<file path="config.mk">
export PLATFORM = sky130hd
export DESIGN_NAME = lut_route_tile
export DESIGN_NICKNAME = d
export VERILOG_FILES = /design/src/rtl/lut_tile_pkg.sv /design/src/rtl/cfg_shift_chain.sv /design/src/rtl/lut_table.sv /design/src/rtl/switch_matrix.sv /design/src/rtl/lut_route_tile.sv
export SDC_FILE = /design/constraint.sdc
export NUM_CORES = 1
export LEC_CHECK = 0
export ABC_AREA = 1
export CAP_MARGIN = 20
export CORE_MARGIN = 3
export CORE_UTILIZATION = 36
export CTS_BUF_LIST = sky130_fd_sc_hd__clkbuf_4 sky130_fd_sc_hd__clkbuf_8
export DETAILED_ROUTE_END_ITERATION = 8
export PLACE_DENSITY = 0.5
export SYNTH_ARGS = -nofsm -noshare
export SYNTH_HDL_FRONTEND = slang
export SYNTH_SLANG_ARGS = --single-unit
</file>
<file path="constraint.sdc">
create_clock -name clk -period 3.8 [get_ports clk]
set_input_delay 0.76 -clock clk [delete_from_list [all_inputs] [get_ports clk]]
set_output_delay 0.76 -clock clk [all_outputs]
set_load 0.02 [all_outputs]
</file>
<file path="src/rtl/lut_tile_pkg.sv">
package lut_tile_pkg;

  // Bits held by one table: one column per output, one row per address.
  function automatic int table_bits(input int addr_w, input int cols);
    return cols << addr_w;
  endfunction

  // Width of a select that can address n_in candidates.
  function automatic int select_width(input int n_in);
    return (n_in <= 1) ? 1 : $clog2(n_in);
  endfunction

  // Total chain length: two tables plus one select per switch output.
  function automatic int chain_bits(input int addr_w, input int cols,
                                    input int n_in, input int n_out);
    return 2 * table_bits(addr_w, cols) + n_out * select_width(n_in);
  endfunction

endpackage

</file>
<file path="src/rtl/cfg_shift_chain.sv">
module cfg_shift_chain #(
  parameter int LEN = 36
) (
  input  logic           clk,
  input  logic           rst_n,
  input  logic           shift_en,
  input  logic           din,
  output logic [LEN-1:0] q,
  output logic           dout
);

  // New bits enter at the top and move toward bit 0, so the first bit sent
  // ends up in position 0.
  always_ff @(posedge clk or negedge rst_n) begin
    if (!rst_n)        q <= '0;
    else if (shift_en) q <= {din, q[LEN-1:1]};
  end

  assign dout = q[0];

  a_r4_hold_when_idle: assert property (@(posedge clk) disable iff (!rst_n)
    !shift_en |=> $stable(q));

  a_r2_next_bit_out: assert property (@(posedge clk) disable iff (!rst_n)
    shift_en |=> dout == $past(q[1]));

  a_r2_entry_bit: assert property (@(posedge clk) disable iff (!rst_n)
    shift_en |=> q[LEN-1] == $past(din));

endmodule

</file>
<file path="src/rtl/lut_table.sv">
module lut_table #(
  parameter int ADDR_W = 3,
  parameter int COLS   = 2,
  localparam int DEPTH = 1 << ADDR_W,
  localparam int BITS  = DEPTH * COLS
) (
  input  logic [BITS-1:0]   contents,
  input  logic [ADDR_W-1:0] addr,
  output logic [COLS-1:0]   data
);

  logic [COLS-1:0] rows [DEPTH];

  // Row r occupies bits r*COLS .. r*COLS+COLS-1; column c is bit c of the row.
  for (genvar r = 0; r < DEPTH; r++) begin : g_row
    assign rows[r] = contents[r*COLS +: COLS];
  end

  assign data = rows[addr];

endmodule

</file>
<file path="src/rtl/switch_matrix.sv">
module switch_matrix #(
  parameter int N_IN  = 4,
  parameter int N_OUT = 2,
  localparam int SEL_W = lut_tile_pkg::select_width(N_IN)
) (
  input  logic [N_OUT*SEL_W-1:0] sel,
  input  logic [N_IN-1:0]        m_in,
  output logic [N_OUT-1:0]       o_out
);

  // One multiplexer per output, each steered by its own select field.
  for (genvar k = 0; k < N_OUT; k++) begin : g_out
    logic [SEL_W-1:0] pick;
    assign pick     = sel[k*SEL_W +: SEL_W];
    assign o_out[k] = m_in[pick];
  end

endmodule

</file>
<file path="src/rtl/lut_route_tile.sv">
module lut_route_tile #(
  parameter int LUT_IN   = 3,
  parameter int LUT_OUT  = 2,
  parameter int ROUTE_EXT = 2,
  parameter int SW_OUT   = 2
) (
  input  logic                      clk,
  input  logic                      rst_n,
  input  logic                      cfg_load,
  input  logic                      cfg_sin,
  output logic                      cfg_sout,
  input  logic [LUT_IN-1:0]         lut_a_pin,
  input  logic [ROUTE_EXT-1:0]      route_pin,
  input  logic [LUT_IN-SW_OUT-1:0]  lut_b_pin,
  output logic [LUT_OUT-1:0]        tile_out
);

  import lut_tile_pkg::*;

  localparam int SW_IN    = LUT_OUT + ROUTE_EXT;
  localparam int SEL_W    = select_width(SW_IN);
  localparam int TBL_BITS = table_bits(LUT_IN, LUT_OUT);
  localparam int SEL_BITS = SW_OUT * SEL_W;
  localparam int CHAIN    = chain_bits(LUT_IN, LUT_OUT, SW_IN, SW_OUT);
  localparam int SEL_LO   = TBL_BITS;
  localparam int TBLB_LO  = TBL_BITS + SEL_BITS;

  logic [CHAIN-1:0]    cfg_q;
  logic [TBL_BITS-1:0] tbl_a_img;
  logic [TBL_BITS-1:0] tbl_b_img;
  logic [SEL_BITS-1:0] sel_img;
  logic [LUT_OUT-1:0]  lut_a_data;
  logic [LUT_OUT-1:0]  lut_b_data;
  logic [SW_IN-1:0]    sw_in_bus;
  logic [SW_OUT-1:0]   sw_out_bus;
  logic [LUT_IN-1:0]   lut_b_addr;

  cfg_shift_chain #(.LEN(CHAIN)) u_chain (
    .clk      (clk),
    .rst_n    (rst_n),
    .shift_en (cfg_load),
    .din      (cfg_sin),
    .q        (cfg_q),
    .dout     (cfg_sout)
  );

  // Chain layout: first table, then the selects, then the second table.
  assign tbl_a_img = cfg_q[TBL_BITS-1:0];
  assign sel_img   = cfg_q[SEL_LO +: SEL_BITS];
  assign tbl_b_img = cfg_q[TBLB_LO +: TBL_BITS];

  lut_table #(.ADDR_W(LUT_IN), .COLS(LUT_OUT)) u_lut_a (
    .contents (tbl_a_img),
    .addr     (lut_a_pin),
    .data     (lut_a_data)
  );

  // The first-table bits are candidates 0..LUT_OUT-1; the route pins follow.
  assign sw_in_bus = {route_pin, lut_a_data};

  switch_matrix #(.N_IN(SW_IN), .N_OUT(SW_OUT)) u_switch (
    .sel   (sel_img),
    .m_in  (sw_in_bus),
    .o_out (sw_out_bus)
  );

  // Switch output k drives address bit k; the extra pins take the top bits.
  assign lut_b_addr = {lut_b_pin, sw_out_bus};

  lut_table #(.ADDR_W(LUT_IN), .COLS(LUT_OUT)) u_lut_b (
    .contents (tbl_b_img),
    .addr     (lut_b_addr),
    .data     (lut_b_data)
  );

  assign tile_out = cfg_load ? '0 : lut_b_data;

  a_r5_quiet_while_loading: assert property (@(posedge clk) disable iff (!rst_n)
    cfg_load |-> tile_out == '0);

  a_r7_all_low_routes_low: assert property (@(posedge clk) disable iff (!rst_n)
    sw_in_bus == '0 |-> sw_out_bus == '0);

  a_r7_all_high_routes_high: assert property (@(posedge clk) disable iff (!rst_n)
    sw_in_bus == '1 |-> sw_out_bus == '1);

  a_r10_empty_table_low: assert property (@(posedge clk) disable iff (!rst_n)
    tbl_b_img == '0 |-> tile_out == '0);

  a_r4_config_frozen: assert property (@(posedge clk) disable iff (!rst_n)
    !cfg_load |=> $stable(sel_img) && $stable(tbl_a_img) && $stable(tbl_b_img));

endmodule

</file>
==> out/results.txt <==
Status: complete, no violations
DP Wirelength: 2588 um
Die area: 0.005995 mm^2
Initial antenna violation count: 0
Routed vias/inst: 4.558
Worst Max-Slew Pin Slew: 0.8180 ns
CTS max path bufs: 2
Filler cell count: 537
FF+latch area: 900.9 um^2
Synth Area in Compound Gates: 0.1104
Post-synthesis adder-cell area fraction: 0
Detailed Route WL: 3639 um
Netlist Area Pre-Place: 0.001837 mm^2
Starting Density: 0.3813
Max FFs per register: 36
Avg WL per Cell: 11.41 um
TNS Setup: 0 ns
Die Y-Extent: 77.43 um
Worst hold path depth: 2
DRT iter0 DRCs: 87
ANT cells: 0
Core Util, Final: 0.4400
Commonest non-fill, non-tap cell in the layout: nand2_1
TritonCTS clock tree: built
Sink Count: 36
Most frequent cells in the layout: nand2_1 (67), inv_1 (37), dfrtp_1 (36)
Ports: 13
Vias: 1454
CP Capture Type: output pin
Lkg Pwr: 1.048 nW
Xor/xnor share of the synthesized area: 0
Final worst path period share: 0.8760
Multiplexer share of the synthesized area: 0
Final setup viols: 0
R2R cell count: 2
H-tree Lvls: 2
Syn avg cell area: 7.685 um^2
Unique masters post-synth: 17
Remaining antenna violation count: 0
Crit-path max FO: 9
Syn Nets: 249
Die Wd: 77.43 um
Largest family of logic cells by synthesized area: simple AND/OR/NAND/NOR gates
CP required: 3.04 ns
Top Registers: u_chain.q: 36 flops
Crit path time final: 3.329 ns
Placer Congestion: 0.8166
Worst hold path type: register to register
Slew Limit Fails: 0
Area taken by multi-input logic gates: 735.7 um^2
Total GRT Usage: 0.1385
Clock slew at reported path FFs: 0.06 ns
Slew HR: 0.4547
Cell Rows: 25
Post-Synthesis Cells: 239
Largest net degree at the start of global routing: 70
Post-Route Skew: 0.005412 ns
GRT overflow: 0
Layout area overhead: 15.39%
Synthesized flop and latch total: 36
Largest Register: u_chain.q
Max cap viols: 0
CTS root buf: clkbuf_8
Fin. Hold Viols: 0
Nets@finish: 261
Proportion of layout cells with a drive suffix above 1: 0.1111
Simple logic cell fraction of the synthesized area: 0.2902
First-pass DRT Iterations: 4
Worst skew pair latency: 0.28 ns
RSZ-0062 raised after global routing: false
P per Cell Area: 491.3 mW/mm^2
Critical Path Source Type: input pin
First-pass GRT wire length: 6624 um
Num CTS Buffers: 5
Worst Setup Path Type: input pin to output pin
DRC Markers: 0
Max VDD drop: 0.2564 mV
Core ar.: 0.004817 mm^2
PortBufs: 12
Fmax: 300.4 MHz
Sequential area share after synthesis: 0.4905
CP arrival: 2.57 ns
YS warnings: 0
Vias in the first global route: 1452
logic make-up (layout without fill, tap and decap cells):
logic type | after synthesis | after routing
compound gates | 39 | 39
buf+inv | 50 | 63
flops | 36 | 36
simple gates | 114 | 114
worst paths after layout:
kind                               start       endpoint  slack, ns
setup / recovery            lut_a_pin[0]    tile_out[0]       0.47
max in group asynchronous          rst_n  u_chain.q[16]       2.72
min in group asynchronous          rst_n  u_chain.q[25]       0.57
hold reg to reg            u_chain.q[11]  u_chain.q[10]       0.48
hold / removal             u_chain.q[11]  u_chain.q[10]       0.48
setup reg to reg           u_chain.q[16]  u_chain.q[16]       3.01
area by class of cell:
type	count	area share
Sequential cell	36	0.4250
Multi-Input combinational cell	153	0.3471
Inverter	41	0.07497
Timing Repair Buffer	14	0.06730
Clock buffer	8	0.04604
Tap cell	67	0.03955
metal layers:
layer	wire, um	share of wire	vias up	global-route usage
met3	76	0.021	7	0.03480
li1	-	-	772	-
met2	1471	0.40	11	0.1995
met1	2039	0.56	664	0.1985
met5	0	0	-	0
met4	53	0.015	0	0.05338
report_power, final:
group | switching, mW | internal, mW
registers | 0.0381 | 0.443
logic | 0.171 | 0.100
clock network | 0.126 | 0.162
worst max-delay path, stage by stage:
cell and delay, ns:
clkdlybuf4s50_1 0.50, buf_12 0.14, inv_6 0.05, nand2_1 0.06
nand3_1 0.06, nand3_1 0.11, nand3_2 0.11, nand3_4 0.12
nand2_4 0.09, nand2_1 0.08, nand2_1 0.04, nor2_1 0.08
nor2_1 0.05, nor2_1 0.09, dlymetal6s2s_1 0.22
synth_stat cells:
cell      count  area (um^2)
nand2_1      67        251.5
nand3_4       2        35.03
nor2_1        8        30.03
clkbuf_1      8        30.03
inv_1        37        138.9
inv_2         3        11.26
inv_6         1        8.760
a21oi_1       1        5.000
nand2_2       4        25.02
o21ai_1      35        175.2
o21ai_0       2        10.01
buf_6         1        11.26
nand3_1      28        140.1
dfrtp_1      36        900.9
nand2_4       1        11.26
o211ai_2      1        12.51
nand3_2       4        40.04
stage by stage:
stage | hold slack [ns] | setup slack [ns] | power (mW) | area, um^2 | instances
2_1_floorplan | 0.4556 | 1.108 | 0.6823 | 1837 | 239
3_3_place_gp | 0.4640 | 0.05858 | 0.7660 | 2017 | 311
3_5_place_dp | 0.4712 | 0.06428 | 0.7643 | 2017 | 311
4_1_cts | 0.4867 | 0.06946 | 1.060 | 2115 | 319
5_1_grt | 0.5181 | 0.2285 | 1.124 | 2120 | 319
6_report | 0.4800 | 0.4712 | 1.041 | 2120 | 319
repair_timing:
action                                  in CTS  in global routing
buffers inserted                             0                  0
hold buffers                                 0                  0
gates resized for setup                      0                  2
endpoints found under the setup margin       0                  2
(Power assumes the default switching activity.)
